===== src/rtl/audreg_pkg.sv =====
package audreg_pkg;

  localparam int unsigned BUS_W   = 32;
  localparam int unsigned CTRL_W  = BUS_W / 2;
  localparam int unsigned ADDR_W  = 2;
  localparam int unsigned NUM_SRC = 5;
  localparam int unsigned NUM_CH  = 3;

  // word addresses
  localparam logic [ADDR_W-1:0] A_CTRL  = 2'd0;
  localparam logic [ADDR_W-1:0] A_IEN   = 2'd1;
  localparam logic [ADDR_W-1:0] A_ISTAT = 2'd2;

  // control bit positions
  localparam int unsigned CB_CORE_RSTN = 0;
  localparam int unsigned CB_PORT_EN   = 1;
  localparam int unsigned CB_I2C_EN    = 2;
  localparam int unsigned CB_XFER0     = 3;

  typedef enum logic [1:0] {
    SEL_CTRL,
    SEL_IEN,
    SEL_ISTAT,
    SEL_NONE
  } reg_sel_e;

endpackage


===== src/rtl/audreg_ctrl.sv =====
module audreg_ctrl #(
  parameter int unsigned CTRL_W = 16
) (
  input  logic                clk,
  input  logic                rst_n,
  input  logic                wr_en,
  input  logic [2*CTRL_W-1:0] wr_word,
  output logic [CTRL_W-1:0]   ctrl_q
);

  localparam int unsigned WORD_W = 2 * CTRL_W;

  for (genvar b = 0; b < CTRL_W; b++) begin : g_bit
    logic bit_q;
    logic bit_d;
    logic bit_en;

    always_comb begin
      bit_en = wr_en & wr_word[CTRL_W + b];
      bit_d  = wr_word[b];
    end

    always_ff @(posedge clk or negedge rst_n) begin
      if (!rst_n) begin
        bit_q <= 1'b0;
      end else if (bit_en) begin
        bit_q <= bit_d;
      end
    end

    assign ctrl_q[b] = bit_q;
  end

  logic [CTRL_W-1:0] wr_mask;
  logic [CTRL_W-1:0] wr_val;
  assign wr_mask = wr_word[WORD_W-1:CTRL_W];
  assign wr_val  = wr_word[CTRL_W-1:0];

  assert_masked_hold_R1: assert property (@(posedge clk) disable iff (!rst_n)
    wr_en |=> ((ctrl_q & ~$past(wr_mask)) == ($past(ctrl_q) & ~$past(wr_mask))));

  assert_masked_take_R2: assert property (@(posedge clk) disable iff (!rst_n)
    wr_en |=> ((ctrl_q & $past(wr_mask)) == ($past(wr_val) & $past(wr_mask))));

  assert_idle_stable_R1: assert property (@(posedge clk) disable iff (!rst_n)
    !wr_en |=> $stable(ctrl_q));

endmodule


===== src/rtl/audreg_irq.sv =====
module audreg_irq #(
  parameter int unsigned NUM_SRC = 5
) (
  input  logic               clk,
  input  logic               rst_n,
  input  logic [NUM_SRC-1:0] evt,
  input  logic               ien_wr,
  input  logic [NUM_SRC-1:0] ien_wdata,
  input  logic               clr_wr,
  input  logic [NUM_SRC-1:0] clr_wdata,
  output logic [NUM_SRC-1:0] ien_q,
  output logic [NUM_SRC-1:0] stat_q,
  output logic               irq
);

  logic [NUM_SRC-1:0] stat_d;
  logic [NUM_SRC-1:0] clr_mask;

  always_comb begin
    clr_mask = clr_wr ? clr_wdata : '0;
    stat_d   = (stat_q & ~clr_mask) | evt;
  end

  always_ff @(posedge clk or negedge rst_n) begin
    if (!rst_n) begin
      stat_q <= '0;
    end else begin
      stat_q <= stat_d;
    end
  end

  always_ff @(posedge clk or negedge rst_n) begin
    if (!rst_n) begin
      ien_q <= '0;
    end else if (ien_wr) begin
      ien_q <= ien_wdata;
    end
  end

  assign irq = |(stat_q & ien_q);

  assert_evt_sets_R6: assert property (@(posedge clk) disable iff (!rst_n)
    (evt != '0) |=> ((stat_q & $past(evt)) == $past(evt)));

  assert_evt_beats_clear_R8: assert property (@(posedge clk) disable iff (!rst_n)
    (clr_wr && ((evt & clr_wdata) != '0)) |=> ((stat_q & $past(evt & clr_wdata)) == $past(evt & clr_wdata)));

  assert_clear_only_written_R7: assert property (@(posedge clk) disable iff (!rst_n)
    (clr_wr && evt == '0) |=> (stat_q == ($past(stat_q) & ~$past(clr_wdata))));

  assert_quiet_stable_R6: assert property (@(posedge clk) disable iff (!rst_n)
    (!clr_wr && evt == '0) |=> $stable(stat_q));

  assert_masked_quiet_R5: assert property (@(posedge clk) disable iff (!rst_n)
    (ien_q == '0) |-> !irq);

endmodule


===== src/rtl/audio_dma_regs.sv =====
module audio_dma_regs
  import audreg_pkg::*;
(
  input  logic              clk,
  input  logic              rst_n,
  input  logic [ADDR_W-1:0] bus_addr,
  input  logic              bus_we,
  input  logic [BUS_W-1:0]  bus_wdata,
  output logic [BUS_W-1:0]  bus_rdata,
  input  logic              evt_play1_end,
  input  logic              evt_play2_end,
  input  logic              evt_cap1_end,
  input  logic              evt_i2c_stat,
  input  logic              evt_i2c_err,
  output logic              core_rst_n,
  output logic              port_pins_en,
  output logic              i2c_en,
  output logic [NUM_CH-1:0] xfer_en,
  output logic              irq
);

  // reset: asserted asynchronously, released on a clock edge
  logic rst_meta_q;
  logic rst_sync_n;

  always_ff @(posedge clk or negedge rst_n) begin
    if (!rst_n) begin
      rst_meta_q <= 1'b0;
      rst_sync_n <= 1'b0;
    end else begin
      rst_meta_q <= 1'b1;
      rst_sync_n <= rst_meta_q;
    end
  end

  // address decode
  reg_sel_e sel;

  always_comb begin
    unique case (bus_addr)
      A_CTRL:  sel = SEL_CTRL;
      A_IEN:   sel = SEL_IEN;
      A_ISTAT: sel = SEL_ISTAT;
      default: sel = SEL_NONE;
    endcase
  end

  logic ctrl_wr;
  logic ien_wr;
  logic clr_wr;

  always_comb begin
    ctrl_wr = bus_we && (sel == SEL_CTRL);
    ien_wr  = bus_we && (sel == SEL_IEN);
    clr_wr  = bus_we && (sel == SEL_ISTAT);
  end

  logic [CTRL_W-1:0] ctrl_q;

  audreg_ctrl #(
    .CTRL_W (CTRL_W)
  ) i_ctrl (
    .clk     (clk),
    .rst_n   (rst_sync_n),
    .wr_en   (ctrl_wr),
    .wr_word (bus_wdata),
    .ctrl_q  (ctrl_q)
  );

  logic [NUM_SRC-1:0] evt_vec;
  logic [NUM_SRC-1:0] ien_q;
  logic [NUM_SRC-1:0] stat_q;

  assign evt_vec = {evt_i2c_err, evt_i2c_stat, evt_cap1_end, evt_play2_end, evt_play1_end};

  audreg_irq #(
    .NUM_SRC (NUM_SRC)
  ) i_irq (
    .clk       (clk),
    .rst_n     (rst_sync_n),
    .evt       (evt_vec),
    .ien_wr    (ien_wr),
    .ien_wdata (bus_wdata[NUM_SRC-1:0]),
    .clr_wr    (clr_wr),
    .clr_wdata (bus_wdata[NUM_SRC-1:0]),
    .ien_q     (ien_q),
    .stat_q    (stat_q),
    .irq       (irq)
  );

  // outputs
  assign core_rst_n   = ctrl_q[CB_CORE_RSTN];
  assign port_pins_en = ctrl_q[CB_PORT_EN];
  assign i2c_en       = ctrl_q[CB_I2C_EN];

  for (genvar c = 0; c < NUM_CH; c++) begin : g_xfer
    assign xfer_en[c] = ctrl_q[CB_XFER0 + c];
  end

  // read mux
  always_comb begin
    bus_rdata = '0;
    unique case (sel)
      SEL_CTRL:  bus_rdata[CTRL_W-1:0]  = ctrl_q;
      SEL_IEN:   bus_rdata[NUM_SRC-1:0] = ien_q;
      SEL_ISTAT: bus_rdata[NUM_SRC-1:0] = stat_q;
      default:   bus_rdata = '0;
    endcase
  end

  assert_ctrl_upper_zero_R4: assert property (@(posedge clk) disable iff (!rst_sync_n)
    (bus_addr == A_CTRL) |-> (bus_rdata[BUS_W-1:CTRL_W] == '0));

  assert_spare_reads_zero_R11: assert property (@(posedge clk) disable iff (!rst_sync_n)
    (bus_addr == 2'd3) |-> (bus_rdata == '0));

  assert_xfer_follows_R3: assert property (@(posedge clk) disable iff (!rst_sync_n)
    (ctrl_wr && bus_wdata[CTRL_W + CB_XFER0]) |=> (xfer_en[0] == $past(bus_wdata[CB_XFER0])));

endmodule


===== config.mk =====
export PLATFORM = sky130hd
export DESIGN_NAME = audio_dma_regs
export DESIGN_NICKNAME = d
export VERILOG_FILES = /design/src/rtl/audreg_pkg.sv /design/src/rtl/audreg_ctrl.sv /design/src/rtl/audreg_irq.sv /design/src/rtl/audio_dma_regs.sv
export SDC_FILE = /design/constraint.sdc
export NUM_CORES = 1
export LEC_CHECK = 0
export BUFFER_PORTS_ARGS = -buffer_cell sky130_fd_sc_hd__buf_2
export CAP_MARGIN = 10
export CORE_UTILIZATION = 42
export DETAILED_ROUTE_END_ITERATION = 12
export PLACE_DENSITY = 0.76
export SYNTH_ARGS = -nofsm -noshare
export SYNTH_HDL_FRONTEND = slang
export SYNTH_SLANG_ARGS = --single-unit

===== constraint.sdc =====
create_clock -name clk -period 1.25 [get_ports clk]
set_clock_uncertainty 0.15 [all_clocks]
set_input_delay 0.3125 -clock clk [delete_from_list [all_inputs] [get_ports clk]]
set_output_delay 0.3125 -clock clk [all_outputs]
set_load 0.01 [all_outputs]

==> flow_metrics.tcl, run 1 <==
set metrics [dict create \
    clkTransAtPathRegs_ns 0.10 \
    nNetsFinal 270 \
    clk_latency_ns 0.27 \
    reg2reg_to "i_irq.ien_q[4]" \
    grt_use_total_pct 20.3 \
    die_w_um 65.6 \
    portBuffers 64 \
    grt_pass1_wl_mm 6.56 \
    power_density_nw_per_um2 1080 \
    start_util_pct 45.1 \
    cp_num_buf_inv 1 \
    fin_ws_ns -0.574 \
    ys_types 20 \
    clock_path_buffers 2 \
    place_hpwl_mm 2.90 \
    p_int_mw 2.07 \
    finalCriticalPeriod_ns 1.82 \
    start_kind "register" \
    p_leak_nw 1.31 \
    cp_top_family "compound AO/OA/AOI/OAI gates" \
    syn-cell-area_um2 1700 \
    ant_nets 0 \
    yosys_warnings 0 \
    switchingPower_uw 770 \
    grt_pass1_vias 1355 \
    die_y_um 65.6 \
    core_area_um2 3770 \
    regToRegSetupSlack_ns 0.08 \
    p_total_mw 2.84 \
    synth.area.top_cells "dfrtp_1 41%, mux2_4 14%, and4bb_1 12%" \
    whs_ns 0.0218 \
    p_seq_share_pct 41.2 \
    gp_congestion 0.734 \
    nFillCells 245 \
    grt_max_degree 19 \
    yosysSeqAreaShare_pct 41.2 \
    clkSinkCount 28 \
    drc 0 \
    status "complete, but fails checks" \
    wl_mm 4.12 \
    dieArea_um2 4310 \
    swShare_pct 27.2 \
    endpoint_kind "output port" \
    io_pins 81 \
    vias 1329 \
    crit_fanout 2 \
    antenna_found_initial 0 \
    hold_viol_final 0 \
    violations "negative setup slack" \
    slowest_delay_ns 0.43 \
    drv_cap 0 \
    synth_top_cell_by_area "dfrtp_1" \
    crit_chain "a222oi_1 -> nand2_1 -> buf_2" \
    min_path_type "reg -> async" \
    cts-root-buf "clkbuf_8" \
    worstPathArrival_ns 1.36 \
    grt_overflow 0 \
    cp.required_ns 0.79 \
    ys_seq_elements 28 \
    via_per_inst 4.83 \
    yosys.area.top_type_share_pct 41.2 \
    combinationalPowerShare_pct 38.9 \
    area_delta_synth_final_pct 54.7 \
    power_frac_clock_pct 19.9 \
    drt_first_pass_iters 5 \
    num_rows 22 \
    ir_worst_vdd_uv 737 \
    setup_viol 27 \
    wl_per_cell_um 15.0 \
    r2r_start "i_irq.ien_q[4]" \
    h-tree-depth 1 \
    fmax_ghz 0.548 \
    rr_worst_depth 3 \
    cpMaxStageDelayCell "a222oi_1" \
    cts_tree "done" \
    syn_inst 132 \
    diodes 0 \
    path_class "reg -> out" \
    drive_gt1_share_pct 66.1 \
    syn_area_per_cell_um2 12.9 \
    timing.final.max_slew_violations 0 \
    drt_iter0_drc 22 \
    final.period_utilization_pct 146 \
    cts_buffers 3 \
    rsz0062_at_grt "yes" \
]
## routing by layer
metal,vias up,track usage [%],share of wire [%]
li1,634,-,-
met1,643,24.5,42
met2,48,36.7,53
met3,4,3.13,4.3
met4,0,5.98,0.87
met5,-,0,0
## cell families (layout without fill, tap and decap cells)
kind of cell / after synthesis / after routing / share of synthesized area (%)
flip-flops: 28 / 28 / 41.2
AO/OA/AOI/OAI: 12 / 12 / 5.81
AND/OR/NAND/NOR: 36 / 36 / 20.4
buffers and inverters: 28 / 108 / 11.8
multiplexers: 26 / 26 / 20.4
other: 2 / 17 / 0.442
## power by group through the flow
stage	clock, mW	sequential [mW]	combinational [mW]
finish	0.565	1.17	1.10
CTS	0.573	1.16	1.02
global placement	0	1.17	0.766
global route	0.607	1.19	1.17
detailed placement	0	1.18	0.787
floorplan	0	1.17	0.533
## cell usage after synthesis
cell       instances
nand2_1            1
buf_2              4
nor2_1             1
o2bb2ai_1          5
and2_1            11
conb_1             2
buf_6              1
a21o_1             5
buf_4             22
nand3b_4           1
nor2b_1            1
dfrtp_1           28
clkbuf_1           1
a22oi_1            1
a222oi_1           1
mux2i_1            5
mux2_4            16
and4bb_1          16
mux2_2             5
nand4b_1           5
## area by class of cell
class	count	area, um^2	share of cell area [%]
clock buffers	4	55.1	2.09
multi-input cells	91	950	36.1
flip-flops and latches	28	701	26.6
well taps	48	60.1	2.28
repair buffers	104	865	32.9
## sequential cells by signal (all words and copies together), names as in the netlist
register            cells
rst_sync_n              1
rst_meta_q              1
i_irq.stat_q            5
i_ctrl.g_bit.bit_q     16
i_irq.ien_q             5
## how the worst max path moves through the flow
stage / to / cells past startpoint / startpoint
after CTS: irq / 3 / i_irq.stat_q[4]
final: irq / 3 / i_irq.ien_q[4]
after detailed placement: bus_rdata[1] / 5 / bus_addr[0]
after global routing: irq / 3 / i_irq.ien_q[4]
after global placement: bus_rdata[2] / 5 / bus_addr[0]
after floorplan: bus_rdata[10] / 4 / bus_addr[0]
## per-stage QoR
stage / cell area [um^2] / cells / util, % / setup slack [ns] / setup TNS, ns
6_report: 2630 / 275 / 69.7 / -0.574 / -4.74
5_1_grt: 2630 / 275 / 69.7 / -0.657 / -5.53
4_1_cts: 2540 / 269 / 67.5 / -0.582 / -4.53
3_5_place_dp: 2210 / 254 / 58.7 / -0.337 / -9.25
3_3_place_gp: 2210 / 254 / 58.7 / -0.284 / -8.95
2_1_floorplan: 1870 / 147 / - / -0.0501 / -0.792
## cell usage in the layout (no fill, tap or decap)
cell type	instances
a21o_1	5
a222oi_1	1
a22oi_1	1
and2_4	11
and4bb_1	16
buf_12	5
buf_2	46
buf_4	22
buf_6	29
bufbuf_16	1
clkbuf_8	4
conb_1	17
dfrtp_1	28
dlygate4sd3_1	1
mux2_2	5
mux2_4	16
mux2i_1	2
mux2i_2	2
mux2i_4	1
nand2_1	1
nand3b_4	1
nand4b_1	5
nor2_4	1
nor2b_4	1
o2bb2ai_2	5
## worst register-to-register path: cells and delay by family, from the launching register on
| kind | cells | cell delay [ns] |
|---|---|---|
| buf+inv | 2 | 0.26 |
| flops | 1 | 0.41 |
| mux | 1 | 0.25 |
## repair_timing
item | in CTS | in global routing
endpoints found under the setup margin | 23 | 28
resized for setup | 34 | 13
hold buffers | 1 | 0
hold endpoints to repair | 2 | 0
gates cloned | 2 | 0
pin swaps | 16 | 13
buffers inserted | 8 | 10
No activity file was read; power rests on OpenSTA's default activity.
==> run 2, diff against run 1 <==
--- a/config.mk
+++ b/config.mk
@@ -7,9 +7,10 @@
 export LEC_CHECK = 0
 export BUFFER_PORTS_ARGS = -buffer_cell sky130_fd_sc_hd__buf_2
 export CAP_MARGIN = 10
-export CORE_UTILIZATION = 42
+export CORE_UTILIZATION = 46
 export DETAILED_ROUTE_END_ITERATION = 12
-export PLACE_DENSITY = 0.76
+export PLACE_DENSITY_LB_ADDON = 0.05
+export SKIP_LAST_GASP = 1
 export SYNTH_ARGS = -nofsm -noshare
 export SYNTH_HDL_FRONTEND = slang
 export SYNTH_SLANG_ARGS = --single-unit
==> constraint.sdc (replaced) <==
create_clock -name clk -period 2.02 [get_ports clk]
set_clock_uncertainty 0.15 [all_clocks]
set_input_delay 0.505 -clock clk [delete_from_list [all_inputs] [get_ports clk]]
set_output_delay 0.505 -clock clk [all_outputs]
set_load 0.01 [all_outputs]
==> flow_metrics.tcl, run 2 (synthesis results as in run 1) <==
set metrics [dict create \
    timing.final.max_slew_violations 0 \
    start_kind "register" \
    vias 1179 \
    clkSinkCount 28 \
    p_leak_nw 1.05 \
    grt_overflow 0 \
    cts_setup_buffers 0 \
    drc 0 \
    grt_max_degree 27 \
    layout_common_cells "64 x buf_2, 28 x dfrtp_1, 17 x conb_1" \
    clk_latency_ns 0.26 \
    pre_cts_ws_ns 0.0989 \
    grt_use_total_pct 18.1 \
    ctsResizeCount 0 \
    cp.required_ns 1.36 \
    power_density_nw_per_um2 687 \
    rsz0062_at_grt "yes" \
    dieArea_um2 3940 \
    largest_reg_flops 16 \
    status "completed" \
    cts-root-buf "clkbuf_8" \
    min_path_type "reg -> async" \
    worstPathArrival_ns 1.29 \
    final_common_cell "buf_2" \
    nNetsFinal 237 \
    area_delta_synth_final_pct 20.2 \
    drive_gt1_share_pct 49.2 \
    drt_first_pass_iters 4 \
    clock_path_buffers 2 \
    wl_mm 3.35 \
    die_y_um 62.8 \
    h-tree-depth 1 \
    fmax_ghz 0.514 \
    wl_per_cell_um 14.0 \
    num_rows 21 \
    io_pins 81 \
    cts_tree "done" \
    die_w_um 62.8 \
    final.period_utilization_pct 96.3 \
    place_hpwl_mm 2.48 \
    grt_pass1_vias 1192 \
    endpoint_kind "output port" \
    via_per_inst 4.93 \
    diodes 0 \
    p_total_mw 1.40 \
    r2r_start "i_irq.ien_q[4]" \
    path_class "reg -> out" \
    crit_start "i_irq.stat_q[4]" \
    cts_buffers 3 \
    setup_viol 0 \
    drt_iter0_drc 31 \
    grt_pass1_wl_mm 5.60 \
    core_area_um2 3440 \
    drv_cap 0 \
    fin_ws_ns 0.0742 \
    crit_fanout 3 \
    gp_congestion 0.700 \
    portBuffers 64 \
    final_util_pct 59.4 \
    hold_viol_final 0 \
    reg_top3 "i_ctrl.g_bit.bit_q (16), i_irq.ien_q (5), i_irq.stat_q (5)" \
    regMostFlops "i_ctrl.g_bit.bit_q" \
    start_util_pct 49.4 \
    finalCriticalPeriod_ns 1.95 \
    antenna_found_initial 0 \
    ant_nets 0 \
    clkTransAtPathRegs_ns 0.09 \
    ir_worst_vdd_uv 466 \
]
[run 2: cell types whose count changed in the layout (fill, tap and decap cells not counted), moves of 11 or more]
cell and change:
buf_4 -17, buf_2 +18, buf_6 -29, and2_4 -11, and2_1 +11
[run 2: critical path, stage by stage, from the launching register on]
cell      delay (ns)
dfrtp_1         0.41
a222oi_1        0.38
nand2_1         0.08
buf_2           0.15
[run 2: what timing repair did]
action,CTS,global route
hold buffers,1,0
setup endpoints to repair,0,1
hold endpoints to repair,2,0
[run 2: report_power, final]
part	internal (mW)	switching, mW	total [mW]
clock network	0.134	0.158	0.292
registers	0.655	0.0638	0.719
logic	0.233	0.160	0.393
total	1.02	0.382	1.40
[run 2: stage by stage]
stage                TNS, ns  area [um^2]  std cells  hold slack (ns)
detailed placement         0         1990        235           0.0986
global route        -0.00156         2040        239            0.139
global placement           0         1990        235           0.0924
CTS                        0         2040        239            0.108
finish                     0         2040        239           0.0920
floorplan                  0         1760        147           0.0594
[run 2: path summary, 6_finish.rpt]
kind | cells after the start | endpoint | slack (ns)
max | 3 | irq | 0.07
min | 1 | i_ctrl.g_bit[6].bit_q | 0.09
max reg2reg | 1 | i_irq.ien_q[4] | 1.07
min reg2reg | 1 | i_ctrl.g_bit[6].bit_q | 0.09
max in group asynchronous | 2 | rst_sync_n | 1.24
min in group clk | 0 | rst_sync_n | 0.21
[run 2: cell type report]
cell class,count,area [um^2]
clock buffers,3,41.3
fillers,302,1400
multi-input cells,91,856
flip-flops and latches,28,701
well taps,46,57.6
repair buffers,71,388
[run 2: per-layer routing]
metal | track usage [%] | wire [um] | vias to the layer above
li1 | - | - | 566
met1 | 22.0 | 1510 | 567
met2 | 31.8 | 1620 | 44
met3 | 4.93 | 205 | 2
met4 | 3.49 | 15 | 0
met5 | 0 | 0 | -
